### config.mk
export PLATFORM = sky130hd
export DESIGN_NAME = fp32_to_fp8_cvt
export DESIGN_NICKNAME = d
export VERILOG_FILES = /design/src/rtl/fp8_cvt_pkg.sv /design/src/rtl/fp32_classify.sv /design/src/rtl/fp8_narrow_core.sv /design/src/rtl/fp32_to_fp8_cvt.sv
export SDC_FILE = /design/constraint.sdc
export NUM_CORES = 1
export LEC_CHECK = 0
export ABC_AREA = 1
export BUFFER_PORTS_ARGS = -buffer_cell sky130_fd_sc_hd__buf_2
export CAP_MARGIN = 20
export CORE_MARGIN = 2
export CORE_UTILIZATION = 45
export DETAILED_ROUTE_END_ITERATION = 10
export PLACE_DENSITY = 0.72
export SYNTH_ARGS = -nofsm -noshare
export SYNTH_HDL_FRONTEND = slang
export SYNTH_SLANG_ARGS = --single-unit
### constraint.sdc
create_clock -name clk_i -period 1.6 [get_ports clk_i]
set_clock_uncertainty 0.05 [all_clocks]
set_input_delay 0.08 -clock clk_i [delete_from_list [all_inputs] [get_ports clk_i]]
set_output_delay 0.08 -clock clk_i [all_outputs]
set_load 0.05 [all_outputs]
### src/rtl/fp8_cvt_pkg.sv
package fp8_cvt_pkg;
  localparam int SRC_EXP_W = 8;
  localparam int SRC_MAN_W = 23;
  localparam int SRC_BIAS  = 127;
  localparam int SRC_SIG_W = SRC_MAN_W + 1;

  typedef enum logic {
    FMT_E5M2 = 1'b0,
    FMT_E4M3 = 1'b1
  } fp8_fmt_e;

  typedef struct packed {
    logic                 sign;
    logic                 is_nan;
    logic                 is_inf;
    logic                 is_zero;
    logic [SRC_EXP_W-1:0] exp;
    logic [SRC_SIG_W-1:0] sig;
  } src_unp_t;
endpackage

### src/rtl/fp32_classify.sv
module fp32_classify
  import fp8_cvt_pkg::*;
(
  input  logic [SRC_EXP_W+SRC_MAN_W:0] op_i,
  output src_unp_t                     unp_o
);
  logic [SRC_EXP_W-1:0] exp_f;
  logic [SRC_MAN_W-1:0] man_f;
  logic                 exp_ones, exp_zero, man_zero;

  assign exp_f    = op_i[SRC_EXP_W+SRC_MAN_W-1:SRC_MAN_W];
  assign man_f    = op_i[SRC_MAN_W-1:0];
  assign exp_ones = &exp_f;
  assign exp_zero = ~|exp_f;
  assign man_zero = ~|man_f;

  always_comb begin
    unp_o.sign    = op_i[SRC_EXP_W+SRC_MAN_W];
    unp_o.is_nan  = exp_ones & ~man_zero;
    unp_o.is_inf  = exp_ones & man_zero;
    unp_o.is_zero = exp_zero & man_zero;
    unp_o.exp     = exp_f;
    // hidden one only for a nonzero exponent field
    unp_o.sig     = {~exp_zero, man_f};
  end
endmodule

### src/rtl/fp8_narrow_core.sv
module fp8_narrow_core
  import fp8_cvt_pkg::*;
#(
  parameter int EXP_W   = 5,
  parameter int MAN_W   = 2,
  parameter bit HAS_INF = 1'b1
) (
  input  logic                   is_nan_i,
  input  logic                   is_inf_i,
  input  logic                   is_zero_i,
  input  logic [SRC_EXP_W-1:0]   exp_i,
  input  logic [SRC_SIG_W-1:0]   sig_i,
  output logic [EXP_W+MAN_W-1:0] mag_o
);
  localparam int BIAS    = (1 << (EXP_W - 1)) - 1;
  localparam int MAG_W   = EXP_W + MAN_W;
  localparam int RB_W    = SRC_EXP_W + 2;
  localparam int PAD_W   = 32;
  localparam int WIDE_W  = SRC_SIG_W + PAD_W;
  localparam int SH_CAP  = PAD_W;
  localparam int SH_W    = $clog2(SH_CAP + 1);
  localparam int SUM_W   = RB_W + MAN_W;
  localparam int EXP_ALL = (1 << EXP_W) - 1;
  localparam int G_POS   = WIDE_W - 2 - MAN_W;

  logic signed [RB_W-1:0] rb_exp;
  logic [RB_W-1:0]        sh_raw;
  logic                   sub;
  logic [SH_W-1:0]        sh;
  logic [WIDE_W-1:0]      wide;
  logic [MAN_W-1:0]       kept;
  logic                   guard, rnd, sticky, rnd_up;
  logic [RB_W-1:0]        exp_f;
  logic [SUM_W-1:0]       sum;
  logic [RB_W-1:0]        sum_exp;
  logic [MAN_W-1:0]       sum_man;
  logic                   ovf;
  logic [MAG_W-1:0]       nan_mag, inf_mag, ovf_mag;

  assign rb_exp = $signed({2'b00, exp_i}) - $signed(RB_W'(SRC_BIAS - BIAS));
  assign sub    = rb_exp < $signed(RB_W'(1));
  assign sh_raw = RB_W'(1) - RB_W'(rb_exp);
  assign sh     = !sub ? '0 :
                  (sh_raw > RB_W'(SH_CAP)) ? SH_W'(SH_CAP) : sh_raw[SH_W-1:0];

  // subnormal results: extra right shift before rounding bits are taken
  assign wide   = {sig_i, {PAD_W{1'b0}}} >> sh;
  assign kept   = wide[WIDE_W-2 -: MAN_W];
  assign guard  = wide[G_POS];
  assign rnd    = wide[G_POS-1];
  assign sticky = |wide[G_POS-2:0];
  assign rnd_up = guard & (rnd | sticky | kept[0]);

  // hidden bit still in place means a normal exponent
  assign exp_f  = wide[WIDE_W-1] ? RB_W'(rb_exp) : '0;
  assign sum    = {exp_f, kept} + SUM_W'(rnd_up);
  assign sum_exp = sum[SUM_W-1:MAN_W];
  assign sum_man = sum[MAN_W-1:0];

  generate
    if (HAS_INF) begin : g_ieee
      assign ovf     = sum_exp >= RB_W'(EXP_ALL);
      assign nan_mag = {EXP_W'(EXP_ALL), 1'b1, {(MAN_W-1){1'b0}}};
      assign inf_mag = {EXP_W'(EXP_ALL), {MAN_W{1'b0}}};
      assign ovf_mag = inf_mag;
    end else begin : g_sat
      assign ovf     = (sum_exp > RB_W'(EXP_ALL)) ||
                       ((sum_exp == RB_W'(EXP_ALL)) && (&sum_man));
      assign nan_mag = {MAG_W{1'b1}};
      assign inf_mag = {{(MAG_W-1){1'b1}}, 1'b0};
      assign ovf_mag = inf_mag;
    end
  endgenerate

  always_comb begin
    if (is_nan_i)       mag_o = nan_mag;
    else if (is_inf_i)  mag_o = inf_mag;
    else if (is_zero_i) mag_o = '0;
    else if (ovf)       mag_o = ovf_mag;
    else                mag_o = {sum_exp[EXP_W-1:0], sum_man};
  end
endmodule

### src/rtl/fp32_to_fp8_cvt.sv
module fp32_to_fp8_cvt
  import fp8_cvt_pkg::*;
#(
  parameter int A_EXP_W = 5,
  parameter int A_MAN_W = 2,
  parameter int B_EXP_W = 4,
  parameter int B_MAN_W = 3
) (
  input  logic                         clk_i,
  input  logic                         rst_ni,
  input  logic                         valid_i,
  input  logic                         fmt_i,
  input  logic [SRC_EXP_W+SRC_MAN_W:0] op_i,
  output logic                         valid_o,
  output logic [A_EXP_W+A_MAN_W:0]     res_o
);
  localparam int MAG_W = A_EXP_W + A_MAN_W;

  src_unp_t         unp;
  logic [MAG_W-1:0] mag_a, mag_b;
  logic [MAG_W:0]   res_d;

  fp32_classify u_cls (
    .op_i  (op_i),
    .unp_o (unp)
  );

  fp8_narrow_core #(.EXP_W(A_EXP_W), .MAN_W(A_MAN_W), .HAS_INF(1'b1)) u_core_a (
    .is_nan_i  (unp.is_nan),
    .is_inf_i  (unp.is_inf),
    .is_zero_i (unp.is_zero),
    .exp_i     (unp.exp),
    .sig_i     (unp.sig),
    .mag_o     (mag_a)
  );

  fp8_narrow_core #(.EXP_W(B_EXP_W), .MAN_W(B_MAN_W), .HAS_INF(1'b0)) u_core_b (
    .is_nan_i  (unp.is_nan),
    .is_inf_i  (unp.is_inf),
    .is_zero_i (unp.is_zero),
    .exp_i     (unp.exp),
    .sig_i     (unp.sig),
    .mag_o     (mag_b)
  );

  assign res_d = {unp.sign, (fmt_i == FMT_E4M3) ? mag_b : mag_a};

  always_ff @(posedge clk_i or negedge rst_ni) begin
    if (!rst_ni) begin
      valid_o <= 1'b0;
      res_o   <= '0;
    end else begin
      valid_o <= valid_i;
      if (valid_i) res_o <= res_d;
    end
  end
endmodule

==> results of run 1 <==
through the flow:
step                cells  worst slack, ns  utilization (%)  cell area, um2
finish               1212            -1.68             69.0            6710
global route         1212            -1.92             69.0            6710
CTS                  1200            -1.59             65.2            6340
detailed placement   1182            -1.98             62.3            6060
global placement     1182            -1.91             62.3            6060
floorplan             878            -1.52                -            4620
metal layers:
layer	up-vias	wire length [um]
li1	3306	-
met1	2926	6620
met2	271	7870
met3	72	970
met4	0	755
met5	-	0
layout make-up:
class                   count  share of cell area [%]
well taps                 133                    2.48
clock buffers               4                   0.671
multi-input cells         744                    61.0
repair buffers            238                    27.7
flip-flops and latches      9                    3.35
inverters                  84                    4.85
what timing repair did:
item / CTS / global route
setup endpoints to repair: 7 / 7
gates resized for setup: 31 / 63
hold buffers: 2 / 0
pin swaps: 26 / 36
setup buffers: 13 / 9
gates cloned: 0 / 3
hold endpoints to repair: 10 / 0
final timing paths:
path	endpoint	slack, ns	depth (start not counted)
max in group asynchronous	res_o[2]	1.16	2
setup / recovery	res_o[0]	-1.68	28
hold / removal	valid_o	0.01	1
setup reg to reg	res_o[0]	0.87	2
hold reg to reg	res_o[7]	0.42	2
min in group asynchronous	res_o[7]	0.17	2
cell usage in the layout, fill, tap and decap left out, types with 9 or more instances in the layout:
cell type	synthesis	routed
buf_4	5	179
o21ai_1	19	20
nand3_2	8	18
nand4_1	44	44
buf_2	20	40
o21ai_0	44	42
nor2_2	10	11
inv_1	62	59
nand2_2	15	36
inv_2	19	21
dfrtp_1	9	9
nand2_1	317	291
a21oi_1	13	9
nand3_1	134	119
nor2_1	69	64
nor2_4	5	9
cell families after synthesis:
family                   after synthesis
AND/OR/NAND/NOR                      631
buffers and inverters                126
AO/OA/AOI/OAI                         90
adder cells (fa/ha/maj)                9
flip-flops                             9
XOR/XNOR                               7
multiplexers                           6
power by group:
part / internal, mW / switching [mW] / total [mW]
combinational: 0.802 / 1.09 / 1.90
sequential: 0.260 / 0.0183 / 0.278
clock: 0.175 / 0.101 / 0.275
total: 1.24 / 1.21 / 2.45
sequential cells by signal (all words and copies together) (netlist names):
| signal | cells |
|---|---|
| res_o | 8 |
| valid_o | 1 |
==> impl_metrics.env, run 1 <==
export IMPL_synth_top_cell_by_area="nand2_1"
export IMPL_overflow=0
export IMPL_cp_slowest_cell="nor2_8"
export IMPL_worstPathArrival_ns=3.40
export IMPL_ir_drop_uv=587
export IMPL_cpMostUsedCell="nand2_1"
export IMPL_initial_utilization_pct=46.1
export IMPL_portBuffers=44
export IMPL_crit_type="input port to flip-flop"
export IMPL_maxCapViolCount=0
export IMPL_synthXorXnorAreaFrac_pct=1.95
export IMPL_grt_pass1_wl_mm=25.8
export IMPL_synth_top_area_share_pct=26.5
export IMPL_grtUsageTotal_pct=27.4
export IMPL_synth_compound_area_share_pct=11.1
export IMPL_drive_gt1_share_pct=35.0
export IMPL_syn_mean_instance_area_um2=5.11
export IMPL_diodes=0
export IMPL_met1_usage_pct=32.7
export IMPL_total_power_mw=2.45
export IMPL_synth_area_top_cells="nand2_1 (27%), nand3_1 (15%), nand4_1 (6.1%)"
export IMPL_clk_latency_ns=0.24
export IMPL_cp_end_kind="flip-flop"
export IMPL_hpwl_mm=12.0
export IMPL_total_leakage_power_nw=3.58
export IMPL_top_usage_layer="met2"
export IMPL_synthSimpleGateAreaFrac_pct=65.4
export IMPL_cts_tree="done"
export IMPL_synth_top_family_by_area="simple AND/OR/NAND/NOR gates"
export IMPL_drt_wl_total_mm=16.2
export IMPL_ys_ff_latch=9
export IMPL_num_vias=6575
export IMPL_setup_violations=7
export IMPL_min_from="valid_i"
export IMPL_worstMarginPinSlew_ns=0.444
export IMPL_synthAdderAreaFrac_pct=2.51
export IMPL_drcViolationCount=0
export IMPL_grt_start_max_net_pins=38
export IMPL_synth_nets=923
export IMPL_fp_dieW_um=104
export IMPL_synthToLayoutAreaGrowth_pct=49.6
export IMPL_synth_cells=878
export IMPL_dieHeight_um=104
export IMPL_crit_path_start_kind="input port"
export IMPL_ys_warnings_count=0
export IMPL_pwr_density_cell_nw_per_um2=365
export IMPL_fp_row_count=36
export IMPL_critPathBufInv=4
export IMPL_worstSetupStartpoint="op_i[26]"
export IMPL_final_hold_viol_count=0
export IMPL_nets=1125
export IMPL_outcome="finished with violations"
export IMPL_rsz0062_at_grt="yes"
export IMPL_clk_pin_slew_ns=0.05
export IMPL_dr_pass1_iters=5
export IMPL_cts_buffer_depth=2
export IMPL_fillers=860
export IMPL_ys_flop_type="dfrtp_1"
export IMPL_fin_setup_tns_ns=-11.49
export IMPL_r2r_start="res_o[0]"
export IMPL_cts_sinks=9
export IMPL_yosysMostFrequentCell="nand2_1"
export IMPL_slowest_delay_ns=0.20
export IMPL_via_per_inst=5.42
export IMPL_fmax_mhz=305
export IMPL_place_congestion=0.976
export IMPL_core_um2=9730
export IMPL_worstHoldPathType="input port to flip-flop"
export IMPL_synth_area_mux_share_pct=1.34
export IMPL_ff_latch_area_um2=225
export IMPL_use_met3_pct=1.57
export IMPL_grt_pass1_vias=6104
export IMPL_synth_edf_count=0
export IMPL_critPathTopFamily="simple AND/OR/NAND/NOR gates"
export IMPL_antenna_found_initial=0
export IMPL_cts_buffers=3
export IMPL_drtIter0Drc=370
export IMPL_fin_ws_ns=-1.68
export IMPL_min_period_ns=3.28
export IMPL_synth_commonest_cells="nand2_1 (317), nand3_1 (134), nor2_1 (69)"
export IMPL_design_die_area_um2=10800
export IMPL_ios=45
export IMPL_seq_area_frac_synth_pct=5.02
export IMPL_min_period_over_period_pct=205
export IMPL_critPathRequiredTime_ns=1.72
export IMPL_ant_nets=0
export IMPL_synthDistinctLibCells=49
export IMPL_syn_area_um2=4490
export IMPL_multi_input_area_um2=4100
export IMPL_violations="negative setup slack"
export IMPL_synth_async_reset_ratio_pct=100
export IMPL_maxSlewViolCount=0
export IMPL_whs_ns=0.0113
export IMPL_worst_slew_margin_rel_pct=70.1
export IMPL_wire_per_inst_um=13.4
export IMPL_htree_levels=1
export IMPL_met2_usage_pct=51.1
export IMPL_cts_root_buf="clkbuf_8"
export IMPL_critical_path_max_fanout=8
Note: power is estimated with default switching activity, not from simulation.
==> run 2, diff against run 1 <==
Settings changed: CORE_UTILIZATION 45 to 40, PLACE_DENSITY 0.72 to 0.66.
Clock period 1.6 ns to 4.2 ns, I/O delays scaled along.
==> impl_metrics.env, run 2 (synthesis gave the netlist of run 1 again) <==
export IMPL_synthToLayoutAreaGrowth_pct=7.56
export IMPL_cp_end_kind="flip-flop"
export IMPL_worst_slew_margin_rel_pct=54.8
export IMPL_place_congestion=0.933
export IMPL_rsz0062_at_grt="no"
export IMPL_maxSlewViolCount=0
export IMPL_ant_nets=0
export IMPL_fin_setup_tns_ns=0
export IMPL_antenna_found_initial=0
export IMPL_grtUsageTotal_pct=22.6
export IMPL_fillers=1234
export IMPL_rrSetupSlack_ns=3.50
export IMPL_diodes=0
export IMPL_min_period_ns=3.70
export IMPL_cts_buffers=3
export IMPL_crit_path_start_kind="input port"
export IMPL_worstHoldPathType="input port to flip-flop"
export IMPL_ios=45
export IMPL_grt_start_max_net_pins=36
export IMPL_worstMarginPinSlew_ns=0.672
export IMPL_cpMostUsedCell="nand2_1"
export IMPL_initial_utilization_pct=41.2
export IMPL_total_leakage_power_nw=2.60
export IMPL_largest_reg_flops=8
export IMPL_nets=948
export IMPL_outcome="finished clean"
export IMPL_post_cts_buffers=0
export IMPL_cts_tree="done"
export IMPL_slowest_delay_ns=0.27
export IMPL_grt_pass1_vias=5156
export IMPL_final_common_cell="nand2_1"
export IMPL_drtIter0Drc=495
export IMPL_hpwl_mm=10.6
export IMPL_fmax_mhz=270
export IMPL_cts_sinks=9
export IMPL_num_vias=5546
export IMPL_worstSetupStartpoint="op_i[24]"
export IMPL_utilization_pct=44.3
export IMPL_maxCapViolCount=0
export IMPL_cp_endpoint="res_o[2]"
export IMPL_critical_path_max_fanout=23
export IMPL_portBuffers=44
export IMPL_drt_wl_total_mm=13.1
export IMPL_dr_pass1_iters=5
export IMPL_drive_gt1_share_pct=15.2
export IMPL_setup_violations=0
export IMPL_r2r_end="res_o[0]"
export IMPL_cp_slowest_cell="ha_1"
export IMPL_grt_pass1_wl_mm=22.7
export IMPL_fp_row_count=38
export IMPL_cts_root_buf="clkbuf_8"
export IMPL_r2r_cells=2
export IMPL_final_hold_viol_count=0
export IMPL_cts_buffer_depth=2
export IMPL_top_register="res_o"
export IMPL_wire_per_inst_um=12.5
export IMPL_ir_drop_uv=198
export IMPL_via_per_inst=5.32
export IMPL_min_period_over_period_pct=88.0
export IMPL_pwr_density_cell_nw_per_um2=146
export IMPL_r2r_start="res_o[0]"
export IMPL_clk_latency_ns=0.23
export IMPL_critPathRequiredTime_ns=4.30
export IMPL_drcViolationCount=0
export IMPL_fp_dieW_um=110
export IMPL_core_um2=10900
export IMPL_dieHeight_um=110
export IMPL_reg_top3="res_o x8, valid_o x1"
export IMPL_design_die_area_um2=12100
export IMPL_worstPathArrival_ns=3.80
export IMPL_total_power_uw=705
export IMPL_final_cell_mix="nand2_1 (317), nand3_1 (134), nor2_1 (69)"
export IMPL_whs_path_depth=3
export IMPL_overflow=0
export IMPL_crit_type="input port to flip-flop"
export IMPL_clk_pin_slew_ns=0.04
export IMPL_htree_levels=1
run 2: final cells by class:
cell class | count | area (um2) | area share, %
multi-input combinational | 743 | 3700 | 76.7
timing repair buffer | 62 | 362 | 7.49
inverter | 84 | 315 | 6.53
sequential | 9 | 225 | 4.67
tap | 140 | 175 | 3.63
clock buffer | 4 | 45.0 | 0.933
run 2: worst min path at each step:
| stage | start | to | slack [ns] |
|---|---|---|---|
| after global routing | valid_i | valid_o | 0.15 |
| after CTS | op_i[31] | res_o[7] | 0.13 |
| after global placement | rst_ni | res_o[7] | 0.02 |
| final | op_i[31] | res_o[7] | 0.13 |
| after detailed placement | rst_ni | res_o[7] | 0.02 |
| after floorplan | rst_ni | res_o[0] | -0.14 |
run 2: per-layer routing:
layer / GRT usage (%) / routed length [um]
met2: 40.7 / 6090
met5: 0 / 0
met4: 4.61 / 230
met3: 1.07 / 654
met1: 29.6 / 6100
run 2: per-stage QoR:
step / setup WS (ns) / hold WS [ns] / area, um2 / cells
final: 0.503 / 0.131 / 4830 / 1042
after global routing: 0.0105 / 0.148 / 4830 / 1042
after CTS: 0.505 / 0.128 / 4810 / 1042
after detailed placement: 0.268 / 0.0167 / 4760 / 1037
after global placement: 0.305 / 0.0211 / 4760 / 1037
after floorplan: 0.854 / -0.136 / 4490 / 878
run 2: critical path: cells and delay by family:
kind / cells / cell delay [ns]
buf+inv: 4 / 0.46
fa+ha+maj: 2 / 0.46
simple gates: 18 / 2.13
compound gates: 4 / 0.55
run 2: repair_timing:
action | in CTS | in global routing
setup endpoints to repair | 0 | 5
endpoints found under the hold margin | 9 | 0
gates resized for setup | 0 | 3
hold buffers | 1 | 0
run 2: where the power goes:
part	leakage [nW]	switching [mW]	internal, mW
Combinational	2.47	0.348	0.153
Clock	0.0228	0.0320	0.0660
Sequential	0.104	0.00676	0.0991
Total	2.60	0.386	0.318
